## src/rtl/bfifo_pkg.sv

```systemverilog
package bfifo_pkg;
  localparam int LANES = 4;
  typedef logic [LANES-1:0][7:0] lane_vec_t;

  // size code to byte count; 0 marks the illegal code
  function automatic logic [2:0] size_bytes(input logic [1:0] code);
    case (code)
      2'd0:    return 3'd1;
      2'd1:    return 3'd2;
      2'd2:    return 3'd4;
      default: return 3'd0;
    endcase
  endfunction

  // k-th byte of a bus word, counted from the most significant lane
  function automatic logic [7:0] word_lane(input logic [31:0] w, input int unsigned k);
    return w[31-8*k -: 8];
  endfunction

  // place the first n lanes from the top of the word, zero the rest
  function automatic logic [31:0] pack_lanes(input lane_vec_t lanes, input logic [2:0] n);
    logic [31:0] w;
    w = '0;
    for (int k = 0; k < LANES; k++)
      if (3'(k) < n) w[31-8*k -: 8] = lanes[k];
    return w;
  endfunction

  function automatic logic hi_reached(input logic [7:0] cnt, input logic [3:0] thr);
    return cnt >= {4'b0, thr};
  endfunction

  function automatic logic lo_reached(input logic [7:0] cnt, input logic [3:0] thr);
    return cnt <= {4'b0, thr};
  endfunction
endpackage

```

## src/rtl/bfifo_ctrl.sv

```systemverilog
module bfifo_ctrl
  import bfifo_pkg::*;
#(
  parameter int DEPTH = 16,
  localparam int CW = $clog2(DEPTH + 1),
  localparam int PW = $clog2(DEPTH)
) (
  input  logic          clk,
  input  logic          rst_n,
  input  logic          flush,
  input  logic          rx_mode,
  input  logic          bus_wr,
  input  logic          bus_rd,
  input  logic [1:0]    bus_size,
  input  logic          eng_push,
  input  logic          eng_pop,
  output logic [2:0]    push_n,
  output logic [2:0]    pop_n,
  output logic [PW-1:0] wptr,
  output logic [PW-1:0] rptr,
  output logic [CW-1:0] count,
  output logic [CW-1:0] cnt_next,
  output logic          moved,
  output logic          err
);
  logic [2:0]    req_n;
  logic          bus_push_req, bus_pop_req, eng_push_req, eng_pop_req;
  logic [2:0]    want_push, want_pop;
  logic [CW-1:0] free_slots;
  logic          push_ok, pop_ok, bad_size, err_evt;

  assign req_n        = size_bytes(bus_size);
  assign bus_push_req = !rx_mode && bus_wr;
  assign eng_pop_req  = !rx_mode && eng_pop;
  assign bus_pop_req  = rx_mode && bus_rd;
  assign eng_push_req = rx_mode && eng_push;

  assign want_push = bus_push_req ? req_n : (eng_push_req ? 3'd1 : 3'd0);
  assign want_pop  = bus_pop_req  ? req_n : (eng_pop_req  ? 3'd1 : 3'd0);
  assign bad_size  = (bus_push_req || bus_pop_req) && (req_n == 3'd0);

  assign free_slots = CW'(DEPTH) - count;
  assign push_ok    = (want_push != 3'd0) && (CW'(want_push) <= free_slots);
  assign pop_ok     = (want_pop  != 3'd0) && (CW'(want_pop)  <= count);

  assign err_evt = !flush && (bad_size
                   || ((want_push != 3'd0) && !push_ok)
                   || ((want_pop  != 3'd0) && !pop_ok));

  assign push_n   = (push_ok && !flush) ? want_push : 3'd0;
  assign pop_n    = (pop_ok  && !flush) ? want_pop  : 3'd0;
  assign moved    = (push_n != 3'd0) || (pop_n != 3'd0);
  assign cnt_next = count + CW'(push_n) - CW'(pop_n);

  always_ff @(posedge clk) begin
    if (!rst_n || flush) begin
      wptr  <= '0;
      rptr  <= '0;
      count <= '0;
      err   <= 1'b0;
    end else begin
      wptr  <= wptr + PW'(push_n);
      rptr  <= rptr + PW'(pop_n);
      count <= cnt_next;
      err   <= err || err_evt;
    end
  end

  assert_count_bound_R4: assert property (@(posedge clk) disable iff (!rst_n)
    count <= CW'(DEPTH));
  assert_err_sticky_R5: assert property (@(posedge clk) disable iff (!rst_n)
    (err && !flush) |=> err);
  assert_reject_hold_R5: assert property (@(posedge clk) disable iff (!rst_n)
    (err_evt && !moved) |=> (count == $past(count)) && err);
  assert_flush_empty_R9: assert property (@(posedge clk) disable iff (!rst_n)
    flush |=> (count == '0) && !err);
  assert_wrong_side_R6: assert property (@(posedge clk) disable iff (!rst_n)
    (!rx_mode && !bus_wr && !eng_pop && !flush) |=> (count == $past(count)) && (err == $past(err)));
endmodule

```

## src/rtl/bfifo_store.sv

```systemverilog
module bfifo_store
  import bfifo_pkg::*;
#(
  parameter int DEPTH = 16,
  localparam int PW = $clog2(DEPTH)
) (
  input  logic          clk,
  input  logic [2:0]    wr_n,
  input  logic [PW-1:0] wptr,
  input  logic [PW-1:0] rptr,
  input  lane_vec_t     wr_lanes,
  output lane_vec_t     rd_lanes
);
  logic [7:0] mem [DEPTH];

  always_ff @(posedge clk) begin
    for (int k = 0; k < LANES; k++)
      if (3'(k) < wr_n) mem[wptr + PW'(k)] <= wr_lanes[k];
  end

  for (genvar g = 0; g < LANES; g++) begin : g_peek
    assign rd_lanes[g] = mem[rptr + PW'(g)];
  end
endmodule

```

## src/rtl/bfifo_wmark.sv

```systemverilog
module bfifo_wmark
  import bfifo_pkg::*;
(
  input  logic       clk,
  input  logic       rst_n,
  input  logic       flush,
  input  logic       rx_mode,
  input  logic       moved,
  input  logic [7:0] cnt_next,
  input  logic [3:0] hi_thr,
  input  logic [3:0] lo_thr,
  output logic       hi_flag,
  output logic       lo_flag,
  output logic       dreq
);
  always_ff @(posedge clk) begin
    if (!rst_n || flush) begin
      hi_flag <= 1'b0;
      lo_flag <= 1'b0;
    end else if (moved) begin
      hi_flag <= hi_reached(cnt_next, hi_thr);
      lo_flag <= lo_reached(cnt_next, lo_thr);
    end
  end

  assign dreq = rx_mode ? hi_flag : lo_flag;

  assert_flag_hold_R7: assert property (@(posedge clk) disable iff (!rst_n)
    (!moved && !flush) |=> $stable(hi_flag) && $stable(lo_flag));
  assert_flag_clear_R9: assert property (@(posedge clk) disable iff (!rst_n)
    flush |=> !hi_flag && !lo_flag);
endmodule

```

## src/rtl/i2c_byte_fifo.sv

```systemverilog
module i2c_byte_fifo
  import bfifo_pkg::*;
#(
  parameter int DEPTH = 16,
  localparam int CW = $clog2(DEPTH + 1),
  localparam int PW = $clog2(DEPTH)
) (
  input  logic        clk,
  input  logic        rst_n,
  input  logic        flush,
  input  logic        rx_mode,
  input  logic [15:0] wmark_cfg,
  input  logic        bus_wr,
  input  logic        bus_rd,
  input  logic [1:0]  bus_size,
  input  logic [31:0] bus_wdata,
  output logic [31:0] bus_rdata,
  input  logic        eng_push,
  input  logic [7:0]  eng_wbyte,
  input  logic        eng_pop,
  output logic [7:0]  eng_rbyte,
  output logic [31:0] stat_word,
  output logic [31:0] ext_word,
  output logic        fifo_err
);
  logic [2:0]    push_n, pop_n;
  logic [PW-1:0] wptr, rptr;
  logic [CW-1:0] count, cnt_next;
  logic          moved, hi_flag, lo_flag, dreq;
  lane_vec_t     wr_lanes, rd_lanes;

  bfifo_ctrl #(.DEPTH(DEPTH)) u_ctrl (
    .clk(clk), .rst_n(rst_n), .flush(flush), .rx_mode(rx_mode),
    .bus_wr(bus_wr), .bus_rd(bus_rd), .bus_size(bus_size),
    .eng_push(eng_push), .eng_pop(eng_pop),
    .push_n(push_n), .pop_n(pop_n), .wptr(wptr), .rptr(rptr),
    .count(count), .cnt_next(cnt_next), .moved(moved), .err(fifo_err)
  );

  always_comb begin
    for (int k = 0; k < LANES; k++) begin
      if (rx_mode) wr_lanes[k] = (k == 0) ? eng_wbyte : 8'h00;
      else         wr_lanes[k] = word_lane(bus_wdata, k);
    end
  end

  bfifo_store #(.DEPTH(DEPTH)) u_store (
    .clk(clk), .wr_n(push_n), .wptr(wptr), .rptr(rptr),
    .wr_lanes(wr_lanes), .rd_lanes(rd_lanes)
  );

  bfifo_wmark u_wmark (
    .clk(clk), .rst_n(rst_n), .flush(flush), .rx_mode(rx_mode),
    .moved(moved), .cnt_next(8'(cnt_next)),
    .hi_thr(wmark_cfg[15:12]), .lo_thr(wmark_cfg[7:4]),
    .hi_flag(hi_flag), .lo_flag(lo_flag), .dreq(dreq)
  );

  assign bus_rdata = (rx_mode && bus_rd) ? pack_lanes(rd_lanes, pop_n) : 32'h0;
  assign eng_rbyte = rd_lanes[0];
  assign stat_word = {6'b0, dreq, 17'b0, 8'(count)};
  assign ext_word  = {8'(DEPTH), 14'b0, hi_flag, lo_flag, 8'b0};

  assert_rdata_idle_R6: assert property (@(posedge clk) disable iff (!rst_n)
    !(rx_mode && bus_rd) |-> (bus_rdata == 32'h0));
  assert_dreq_flag_R8: assert property (@(posedge clk) disable iff (!rst_n)
    stat_word[25] |-> (ext_word[9] || ext_word[8]));
endmodule

```

## config.mk

```make
export PLATFORM = sky130hd
export DESIGN_NAME = i2c_byte_fifo
export DESIGN_NICKNAME = d
export VERILOG_FILES = /design/src/rtl/bfifo_pkg.sv /design/src/rtl/bfifo_ctrl.sv /design/src/rtl/bfifo_store.sv /design/src/rtl/bfifo_wmark.sv /design/src/rtl/i2c_byte_fifo.sv
export SDC_FILE = /design/constraint.sdc
export NUM_CORES = 1
export LEC_CHECK = 0
export ABC_AREA = 1
export BUFFER_PORTS_ARGS = -buffer_cell sky130_fd_sc_hd__buf_4
export CORE_UTILIZATION = 55
export CTS_CLUSTER_DIAMETER = 50
export CTS_CLUSTER_SIZE = 10
export DETAILED_ROUTE_END_ITERATION = 10
export GPL_TIMING_DRIVEN = 1
export PLACE_DENSITY = 0.86
export RECOVER_POWER = 100
export REMOVE_ABC_BUFFERS = 1
export SYNTH_ARGS = -nofsm -noshare
export SYNTH_HDL_FRONTEND = slang
export SYNTH_HIERARCHICAL = 1
export SYNTH_SLANG_ARGS = --single-unit
```

## constraint.sdc

```tcl
create_clock -name clk -period 9.6 [get_ports clk]
set_clock_uncertainty 0.1 [all_clocks]
set_input_delay 1.44 -clock clk [delete_from_list [all_inputs] [get_ports clk]]
set_output_delay 1.44 -clock clk [all_outputs]
set_load 0.02 [all_outputs]
```

==> impl_metrics.py <==
metrics = {
    "yosys": {
        "syn_avg_cell_area_sq_um": 5.90,
        "yosysWarnings": 6,
        "synth_seq_cells": 144,
        "synthFlopType": "edfxtp_1",
        "seq_area_frac_synth_pct": 26.0,
        "async_reset_ff_share_pct": 0,
        "synth_edf_count": 128,
        "synth_cells": 2718,
        "synth.distinct_cells": 41,
        "syn_area_sq_um": 16000,
    },
    "clock_tree": {
        "post_cts_buffers": 0,
        "cts_tree": "yes",
        "htreeDepth": 4,
        "ctsHoldBuffers": 0,
        "cts_buffers": 17,
        "post_cts_resized": 0,
        "cts.clk_slew.worst_paths_ns": 0.06,
        "cts-root-buf": "clkbuf_16",
        "cts_num_sinks": 144,
        "clock_latency_ns": 0.44,
        "clk_path_buf_depth": 2,
    },
    "timing": {
        "setup_tns_ns": 0,
        "fmax_ghz": 0.136,
        "rsz0062_at_grt": "false",
        "fin_crit_sh_pct": 76.8,
        "drv_slew": 122,
        "finalHoldViolCount": 0,
        "final-setup-viol-count": 0,
        "post-route-min-period_ns": 7.38,
        "setup_ws_ns": 2.22,
        "max_slew_margin_pct": -94.5,
        "tightest_slew_ns": 2.92,
    },
    "flow_run": {
        "drv_cap": 2,
    },
    "floorplanning": {
        "die_area_sq_um": 29900,
        "core-area_sq_um": 28700,
        "die_height_microns": 173,
        "ios": 171,
        "start_util_pct": 55.9,
        "row_count": 62,
        "die_width_microns": 173,
    },
    "placed_design": {
        "dp_cells": 3084,
        "dpl.hpwl_mm": 47.6,
        "dp_slack_ns": 3.43,
        "place.gp.congestion": 1.04,
        "io_buffers": 106,
    },
    "global_routing": {
        "overflow": 0,
        "grt_pass1_wl_mm": 97.0,
        "grt_pass1_vias": 16300,
        "antenna_found_initial": 1,
        "grt_max_degree": 92,
        "grt.total_usage_pct": 43.1,
    },
    "route": {
        "vias": 18500,
        "wl_per_cell_microns": 21.1,
        "via_per_inst": 5.95,
        "wl_mm": 65.7,
        "drt_iter0_drc": 2769,
        "drc": 0,
        "ant_nets": 0,
        "first_pass_iters": 9,
    },
    "final_layout": {
        "layout.nets": 2823,
        "num_antenna_cells": 0,
        "syn_to_final_growth_pct": 6.47,
        "drive_gt1_share_pct": 11.2,
        "fin_cells": 3115,
    },
    "status": {
        "status": "finished with violations",
        "violations": "max-capacitance violations, max-slew violations",
    },
    "worst_setup_path": {
        "worstSetupPathType": "reg -> out",
        "crit_path_max_fanout": 91,
        "end_kind": "output pin",
        "critPathArrivalTime_ns": 5.84,
        "cp-start-kind": "flop",
        "cp.required_ns": 8.06,
    },
    "pwr": {
        "power.density_nw_per_um2": 102,
        "leakagePower_nw": 8.43,
        "irDropWorstVdd_mv": 0.112,
    },
    "worst_hold_path": {
        "holdCritPathClass": "reg -> reg",
    },
}
[flip-flops by register name, indices dropped and copies added, names as in the netlist]
register and cells:
u_wmark/hi_flag 1, u_ctrl/rptr 4, u_ctrl/count 5, u_ctrl/err 1, u_store/mem 128, u_ctrl/wptr 4
u_wmark/lo_flag 1
[Yosys cell counts (4+ instances only)]
master	n	area [sq um]
buf_2	40	200
xor2_1	4	35.0
nand2_2	13	81.3
nand2_1	1093	4100
nor2_2	13	81.3
o21ai_0	173	866
edfxtp_1	128	3840
or2_2	122	763
nand3_1	345	1730
nand4_1	25	156
nand3_2	6	60.1
dfxtp_1	16	320
nor2_1	144	541
inv_1	213	800
buf_4	64	480
a21oi_1	73	365
buf_1	23	86.3
nor3_2	4	40.0
clkinv_1	4	15.0
o211ai_1	49	368
ha_1	33	413
o21ai_1	5	25.0
inv_2	17	63.8
clkbuf_1	85	319
fa_1	5	100
[power by group]
group	total [mW]	leakage, nW	internal [mW]	switching, mW
Clock	0.652	0.272	0.381	0.271
Sequential	0.697	1.29	0.691	0.00552
Combinational	0.395	6.87	0.114	0.282
Total	1.74	8.43	1.19	0.558
[through the flow]
stage	hold slack [ns]	instance area, sq um	utilization, %	total power, mW
CTS	0.401	17300	60.3	1.73
floorplan	0.460	15200	-	0.940
global route	0.428	17100	59.5	1.80
detailed placement	0.390	16700	58.3	1.09
finish	0.398	17100	59.5	1.74
global placement	0.377	16700	58.3	1.09
[logic make-up (layout without fill, tap and decap cells)]
group                    Yosys count  after routing  synth area share [%]
adder cells (fa/ha/maj)           38             38                  3.20
multiplexers                       1              1                0.0702
buffers and inverters            448            404                  12.3
XOR/XNOR                           6              6                 0.374
AND/OR/NAND/NOR                 1771           1771                  47.4
AO/OA/AOI/OAI                    308            308                  10.6
other                              2             59                0.0468
flip-flops                       144            144                  26.0
[routing by layer]
metal	global-route usage (%)	share of wire [%]
met5	0	0.017
met4	26.5	7.0
met3	11.9	14
met2	66.3	42
met1	53.9	37
[cells in the final DEF (no fill, tap or decap), types with 5 or more instances in the layout]
cell       synthesis  layout
a21oi_1           73      73
buf_4             64      91
clkbuf_1          85      48
clkbuf_16          0      17
clkinv_1           4       6
conb_1             2      59
dfxtp_1           16      14
edfxtp_1         128     128
fa_1               5       5
ha_1              33      33
inv_1            213     220
inv_2             17      10
nand2_1         1093    1099
nand2_2           13       8
nand3_1          345     347
nand4_1           25      25
nor2_1           144     131
nor2_2            13      26
o211ai_1          49      49
o21ai_0          173     176
or2_2            122     122
[final timing paths]
path	depth (start not counted)	endpoint	slack, ns	from
max	12	bus_rdata[1]	2.22	u_ctrl/rptr[0]$_SDFF_PP0_
min	2	u_wmark/lo_flag$_SDFFE_PP0P_	0.40	u_wmark/lo_flag$_SDFFE_PP0P_
max reg2reg	20	u_store/mem[13][7]$_DFFE_PP_	3.57	u_ctrl/count[0]$_SDFF_PP0_
min reg2reg	2	u_wmark/lo_flag$_SDFFE_PP0P_	0.40	u_wmark/lo_flag$_SDFFE_PP0P_
[cell type report]
class | count | area (sq um)
clock buffer | 18 | 429
fill | 2886 | 11600
sequential | 144 | 4170
inverter | 235 | 883
timing repair buffer | 138 | 860
clock inverter | 13 | 140
tap | 384 | 480
multi-input combinational | 2183 | 10100
[worst max-delay path, cell delays in order, from the launching register on]
cell	delay, ns
dfxtp_2	0.31
buf_4	0.25
inv_1	0.80
clkbuf_1	2.12
o21ai_0	0.85
nand2_1	0.21
nand3_1	0.09
nand2_1	0.12
nand2_1	0.05
nand2_1	0.08
nand2_1	0.06
nor2_1	0.11
clkbuf_1	0.24
Note: power is estimated with default switching activity, not from simulation.
